===== config.mk =====
export PLATFORM = sky130hd
export DESIGN_NAME = strobe_serial_shifter
export DESIGN_NICKNAME = d
export VERILOG_FILES = /design/src/rtl/sss_pkg.sv /design/src/rtl/sss_ctrl_decode.sv /design/src/rtl/sss_edge_counter.sv /design/src/rtl/sss_shift_reg.sv /design/src/rtl/strobe_serial_shifter.sv
export SDC_FILE = /design/constraint.sdc
export NUM_CORES = 1
export LEC_CHECK = 0
export ABC_AREA = 0
export CORE_MARGIN = 8
export CORE_UTILIZATION = 48
export DETAILED_ROUTE_END_ITERATION = 10
export PLACE_DENSITY = 0.78
export RECOVER_POWER = 50
export SYNTH_ARGS = -nofsm -noshare
export SYNTH_HDL_FRONTEND = slang
export SYNTH_SLANG_ARGS = --single-unit

===== constraint.sdc =====
create_clock -name clk -period 1.5 [get_ports clk]
set_input_delay 0.3 -clock clk [delete_from_list [all_inputs] [get_ports clk]]
set_output_delay 0.3 -clock clk [all_outputs]
set_load 0.02 [all_outputs]

===== src/rtl/sss_pkg.sv =====
package sss_pkg;
  localparam logic [1:0] ADDR_CTRL = 2'd0;
  localparam logic [1:0] ADDR_STAT = 2'd1;
  localparam logic [1:0] ADDR_DATA = 2'd2;

  localparam int BIT_TOGGLE = 0;
  localparam int BIT_SHIFT  = 1;
  localparam int SRC_LO     = 2;
  localparam int MODE_LO    = 4;

  localparam logic [1:0] MODE_THREE_WIRE = 2'b01;
  localparam logic [1:0] SRC_SOFT_STROBE = 2'b00;

  // True when a control value enables software-strobed three-wire clocking
  function automatic logic strobe_enabled(input logic [7:0] ctrl);
    return (ctrl[MODE_LO+1:MODE_LO] == MODE_THREE_WIRE) &&
           (ctrl[SRC_LO+1:SRC_LO] == SRC_SOFT_STROBE);
  endfunction
endpackage


===== src/rtl/sss_ctrl_decode.sv =====
module sss_ctrl_decode
  import sss_pkg::*;
(
  input  logic       clk,
  input  logic       rst_n,
  input  logic       wr_en,
  input  logic [1:0] wr_addr,
  input  logic [7:0] wr_data,
  output logic [1:0] mode_q,
  output logic [1:0] src_q,
  output logic       toggle_fire,
  output logic       shift_fire
);
  logic ctrl_hit;
  logic enabled;

  assign ctrl_hit    = wr_en && (wr_addr == ADDR_CTRL);
  assign enabled     = strobe_enabled(wr_data);
  assign toggle_fire = ctrl_hit && enabled && wr_data[BIT_TOGGLE];
  assign shift_fire  = toggle_fire && wr_data[BIT_SHIFT];

  always_ff @(posedge clk or negedge rst_n) begin
    if (!rst_n) begin
      mode_q <= '0;
      src_q  <= '0;
    end else if (ctrl_hit) begin
      mode_q <= wr_data[MODE_LO+1:MODE_LO];
      src_q  <= wr_data[SRC_LO+1:SRC_LO];
    end
  end
endmodule


===== src/rtl/sss_edge_counter.sv =====
module sss_edge_counter #(
  parameter int CNT_W = 4
) (
  input  logic             clk,
  input  logic             rst_n,
  input  logic             step,
  input  logic             load,
  input  logic [CNT_W-1:0] load_val,
  input  logic             clr_flag,
  output logic [CNT_W-1:0] cnt_q,
  output logic             flag_q,
  output logic             wrap_evt
);
  // Count plus carry; the carry marks the wrap to zero
  function automatic logic [CNT_W:0] advance(input logic [CNT_W-1:0] c);
    return {1'b0, c} + {{CNT_W{1'b0}}, 1'b1};
  endfunction

  logic [CNT_W:0] nxt;
  assign nxt      = advance(cnt_q);
  assign wrap_evt = step && nxt[CNT_W];

  always_ff @(posedge clk or negedge rst_n) begin
    if (!rst_n) begin
      cnt_q  <= '0;
      flag_q <= 1'b0;
    end else begin
      if (load)      cnt_q <= load_val;
      else if (step) cnt_q <= nxt[CNT_W-1:0];
      if (wrap_evt)      flag_q <= 1'b1;
      else if (clr_flag) flag_q <= 1'b0;
    end
  end
endmodule


===== src/rtl/sss_shift_reg.sv =====
module sss_shift_reg #(
  parameter int DATA_W = 8
) (
  input  logic              clk,
  input  logic              rst_n,
  input  logic              load,
  input  logic [DATA_W-1:0] load_val,
  input  logic              toggle,
  input  logic              shift,
  input  logic              sdi,
  output logic [DATA_W-1:0] data_q,
  output logic              sck_q,
  output logic              rise_evt
);
  logic sample_q;

  assign rise_evt = toggle && !sck_q;

  always_ff @(posedge clk or negedge rst_n) begin
    if (!rst_n) begin
      data_q   <= '0;
      sck_q    <= 1'b0;
      sample_q <= 1'b0;
    end else begin
      if (toggle)   sck_q    <= ~sck_q;
      if (rise_evt) sample_q <= sdi;
      if (load)       data_q <= load_val;
      else if (shift) data_q <= {data_q[DATA_W-2:0], sample_q};
    end
  end
endmodule


===== src/rtl/strobe_serial_shifter.sv =====
module strobe_serial_shifter
  import sss_pkg::*;
#(
  parameter int DATA_W = 8
) (
  input  logic              clk,
  input  logic              rst_n,
  input  logic              wr_en,
  input  logic [1:0]        wr_addr,
  input  logic [DATA_W-1:0] wr_data,
  input  logic [1:0]        rd_addr,
  output logic [DATA_W-1:0] rd_data,
  input  logic              sdi,
  output logic              sdo,
  output logic              sck
);
  localparam int CNT_W  = $clog2(2 * DATA_W);
  localparam int STAT_PAD = DATA_W - 1 - CNT_W;

  logic [1:0]        mode_q, src_q;
  logic              toggle_fire, shift_fire;
  logic [CNT_W-1:0]  cnt_q;
  logic              flag_q, wrap_evt, rise_evt;
  logic [DATA_W-1:0] data_q;
  logic              stat_wr, data_wr;

  assign stat_wr = wr_en && (wr_addr == ADDR_STAT);
  assign data_wr = wr_en && (wr_addr == ADDR_DATA);

  sss_ctrl_decode u_dec (
    .clk(clk), .rst_n(rst_n), .wr_en(wr_en), .wr_addr(wr_addr),
    .wr_data(wr_data[7:0]), .mode_q(mode_q), .src_q(src_q),
    .toggle_fire(toggle_fire), .shift_fire(shift_fire)
  );

  sss_edge_counter #(.CNT_W(CNT_W)) u_cnt (
    .clk(clk), .rst_n(rst_n), .step(toggle_fire), .load(stat_wr),
    .load_val(wr_data[CNT_W-1:0]), .clr_flag(stat_wr && wr_data[DATA_W-1]),
    .cnt_q(cnt_q), .flag_q(flag_q), .wrap_evt(wrap_evt)
  );

  sss_shift_reg #(.DATA_W(DATA_W)) u_sr (
    .clk(clk), .rst_n(rst_n), .load(data_wr), .load_val(wr_data),
    .toggle(toggle_fire), .shift(shift_fire), .sdi(sdi),
    .data_q(data_q), .sck_q(sck), .rise_evt(rise_evt)
  );

  assign sdo = data_q[DATA_W-1];

  always_comb begin
    rd_data = '0;
    unique case (rd_addr)
      ADDR_CTRL: rd_data[5:0] = {mode_q, src_q, 2'b00};
      ADDR_STAT: rd_data = {flag_q, {STAT_PAD{1'b0}}, cnt_q};
      ADDR_DATA: rd_data = data_q;
      default:   rd_data = '0;
    endcase
  end
endmodule


==> flow_summary_export.csv <==
group,metric,value,unit
placed_design,hpwl,2397,um
flow_run,max-cap-violations,0,
run_status,outcome,"finished, violations left",
clock_tree,cts_tree,"built",
floorplanning,core-area,0.002170,mm2
drt,final_antenna_net_count,0,
sta,hold_violations,0,
worst_setup_path,cp.arrival,1250,ps
drt,drt-initial-drc-count,46,
worst_setup_path,cp_max_fo,2,
worst_setup_path,max_stage_delay,400,ps
floorplanning,start_util,49.83,%
clock_tree,cts_buffers,3,
placed_design,globalplace.congestion,0.8698,
grt,met1_usage,19.17,%
worst_setup_path,start_kind,"flop",
grt,grt_pass1_vias,1155,
worst_setup_path,cp_num_buf_inv,1,
clock_tree,cts_buffer_depth,2,
floorplanning,ioPinCount,26,
finish,drive_above_1_share,42.35,%
synthesis,synthTopCellsByCount,"dfrtp_1 (19), nor2_1 (16), a21oi_1 (9)",
grt,grt_util_all_layers,16.86,%
placed_design,pre_cts_ws,-850.8,ps
power,power_density,839.3,mW/mm2
sta,slew_headroom,67.79,%
synthesis,synthCells,103,
grt,top_usage_layer,"met2",
drt,drc,0,
sta,clock_skew,4.733,ps
synthesis,synthFlopType,"dfrtp_1",
sta,post-route-min-period,1553,ps
clock_tree,cts_root_buffer,"clkbuf_4",
worst_setup_path,slowest_stage,"dfrtp_1",
sta,tightest_slew,483.1,ps
floorplanning,die_y,63.46,um
sta,period_share,103.5,%
floorplanning,num_rows,17,
worst_setup_path,endpoint_kind,"primary output",
grt,antenna_found_initial,0,
clock_tree,clock_latency,300,ps
synthesis,yosysSeqAreaShare,43.98,%
synthesis,ys_ff_latch,19,
sta,slew_viol_final,0,
finish,nets,192,
worst_hold_path,hold_path.class,"in2reg",
drt,via_per_inst,5.369,
drt,wl,3233,um
synthesis,synth_top_cell_area_share,43.98,%
grt,met2_usage,29.66,%
clock_tree,htree_levels,1,
drt,dr.pass1.iters,4,
worst_setup_path,crit_type,"reg2out",
synthesis,synth_area_leader_cell,"dfrtp_1",
run_status,violations,"setup timing",
grt,met3_usage,4.594,%
synthesis,postSynthAreaPerCell,10.50,um2
synthesis,synth-async-reset-ratio,100.0,%
worst_setup_path,worstPathCellList,"a222oi_1 -> nor2_1 -> buf_2",
floorplanning,die_area,0.004027,mm2
placed_design,place_inst,190,
finish,diodes,0,
synthesis,synth_most_common_cell,"dfrtp_1",
sta,fin_setup_tns,-104.1,ps
sta,max_freq,0.6440,GHz
placed_design,numPortBuffers,25,
drt,vias,1063,
grt,grt_overflow_total,0,
synthesis,synthesis.nets,124,
finish,syn_to_final_growth,58.45,%
synthesis,synthDistinctLibCells,31,
floorplanning,fp.dieW,63.46,um
synthesis,synth_area_leaders,"dfrtp_1 (44%), mux2i_1 (7.4%), ha_1 (5.8%)",
synthesis,ys_warn_count,0,
grt,grt_start_max_net_pins,20,
worst_setup_path,required,1200,ps
grt,grt_pass1_wl,5485,um
worst_setup_path,cp_top_family,"flip-flops",
finish,finalNonFillerCells,198,
sta,rsz0062_at_grt,"true",
sta,setup_viol,2,
power,vdd_ir_drop_max,0.5953,mV
drt,routedWlPerCell,16.33,um
power,p_leak,0.8693,nW
clock_tree,holdBufCountCts,0,
synthesis,mappedNetlistArea,0.001081,mm2
clock_tree,path_clk_slew,110,ps
synthesis,synth_edf_count,0,
clock_tree,cts_sinks,19,
sta,setup_slack,-52.75,ps
-- layout make-up --
cell class	instances	area [um2]
Inverter	3	13.76
Multi-Input combinational cell	79	644.4
Fill cell	146	456.7
Timing Repair Buffer	65	516.7
Clock buffer	3	22.52
Tap cell	28	35.03
Clock inverter	1	5.005
Sequential cell	19	475.5
-- flip-flops by register name (all words and copies together) (netlist names) --
signal         count
u_cnt.cnt_q        4
u_cnt.flag_q       1
u_dec.mode_q       2
u_dec.src_q        2
u_sr.data_q        8
u_sr.sample_q      1
u_sr.sck_q         1
-- cell usage in the layout, fill, tap and decap left out, types with 4 or more instances in the layout --
cell type         n
mux2_2            5
buf_4            40
a22oi_2           4
dfrtp_1          19
clkdlybuf4s50_1   4
nor2_1           16
a21oi_1           9
nand2_1           5
mux2i_1           8
dlygate4sd2_1     8
-- per-layer routing --
layer  routed length [um]  part of all wire [%]
met4                   53                   1.6
met3                  157                   4.9
met1                 1302                    40
met2                 1720                    53
met5                    0                     0
-- power by group --
group	switching, W	internal (W)	leakage, nW
combinational	0.000231	0.000277	0.627
clock	0.000162	0.0000996	0.0177
sequential	0.0000687	0.000599	0.225
-- cell families (layout without fill, tap and decap cells) --
group / Yosys count / after routing / synth area share, %
AO/OA/AOI/OAI: 22 / 22 / 13.20
multiplexers: 14 / 14 / 14.00
adder cells (fa/ha/maj): 5 / 5 / 5.787
AND/OR/NAND/NOR: 36 / 36 / 19.68
flip-flops: 19 / 19 / 43.98
buffers and inverters: 5 / 72 / 1.736
XOR/XNOR: 2 / 2 / 1.621
-- path summary, 6_finish.rpt --
path	cells after the start	slack, ps	to	start
setup reg to reg	4	130	u_cnt.cnt_q[3]	u_cnt.cnt_q[0]
setup / recovery	3	-50	rd_data[3]	u_sr.data_q[3]
hold / removal	2	440	u_dec.mode_q[0]	wr_data[4]
max in group asynchronous	2	700	u_cnt.cnt_q[0]	rst_n
min in group asynchronous	2	470	u_sr.sample_q	rst_n
hold reg to reg	1	530	u_sr.sck_q	u_sr.sck_q
-- through the flow --
step	utilization, %	cell area (um2)	hold slack (ps)	power (W)
3_5_place_dp	75.66	1642	498.4	0.001168
5_1_grt	78.95	1713	453.6	0.001520
2_1_floorplan	-	1081	4.409	0.0008667
4_1_cts	77.91	1690	321.0	0.001422
3_3_place_gp	75.66	1642	475.3	0.001146
6_report	78.95	1713	443.0	0.001438
-- repair_timing --
| item | CTS | global route |
|---|---|---|
| gates resized for setup | 61 | 14 |
| pin swaps | 7 | 7 |
| setup buffers | 4 | 0 |
| endpoints found under the setup margin | 18 | 11 |
| endpoints found under the hold margin | 0 | 0 |
Note: power is estimated with default switching activity, not from simulation.
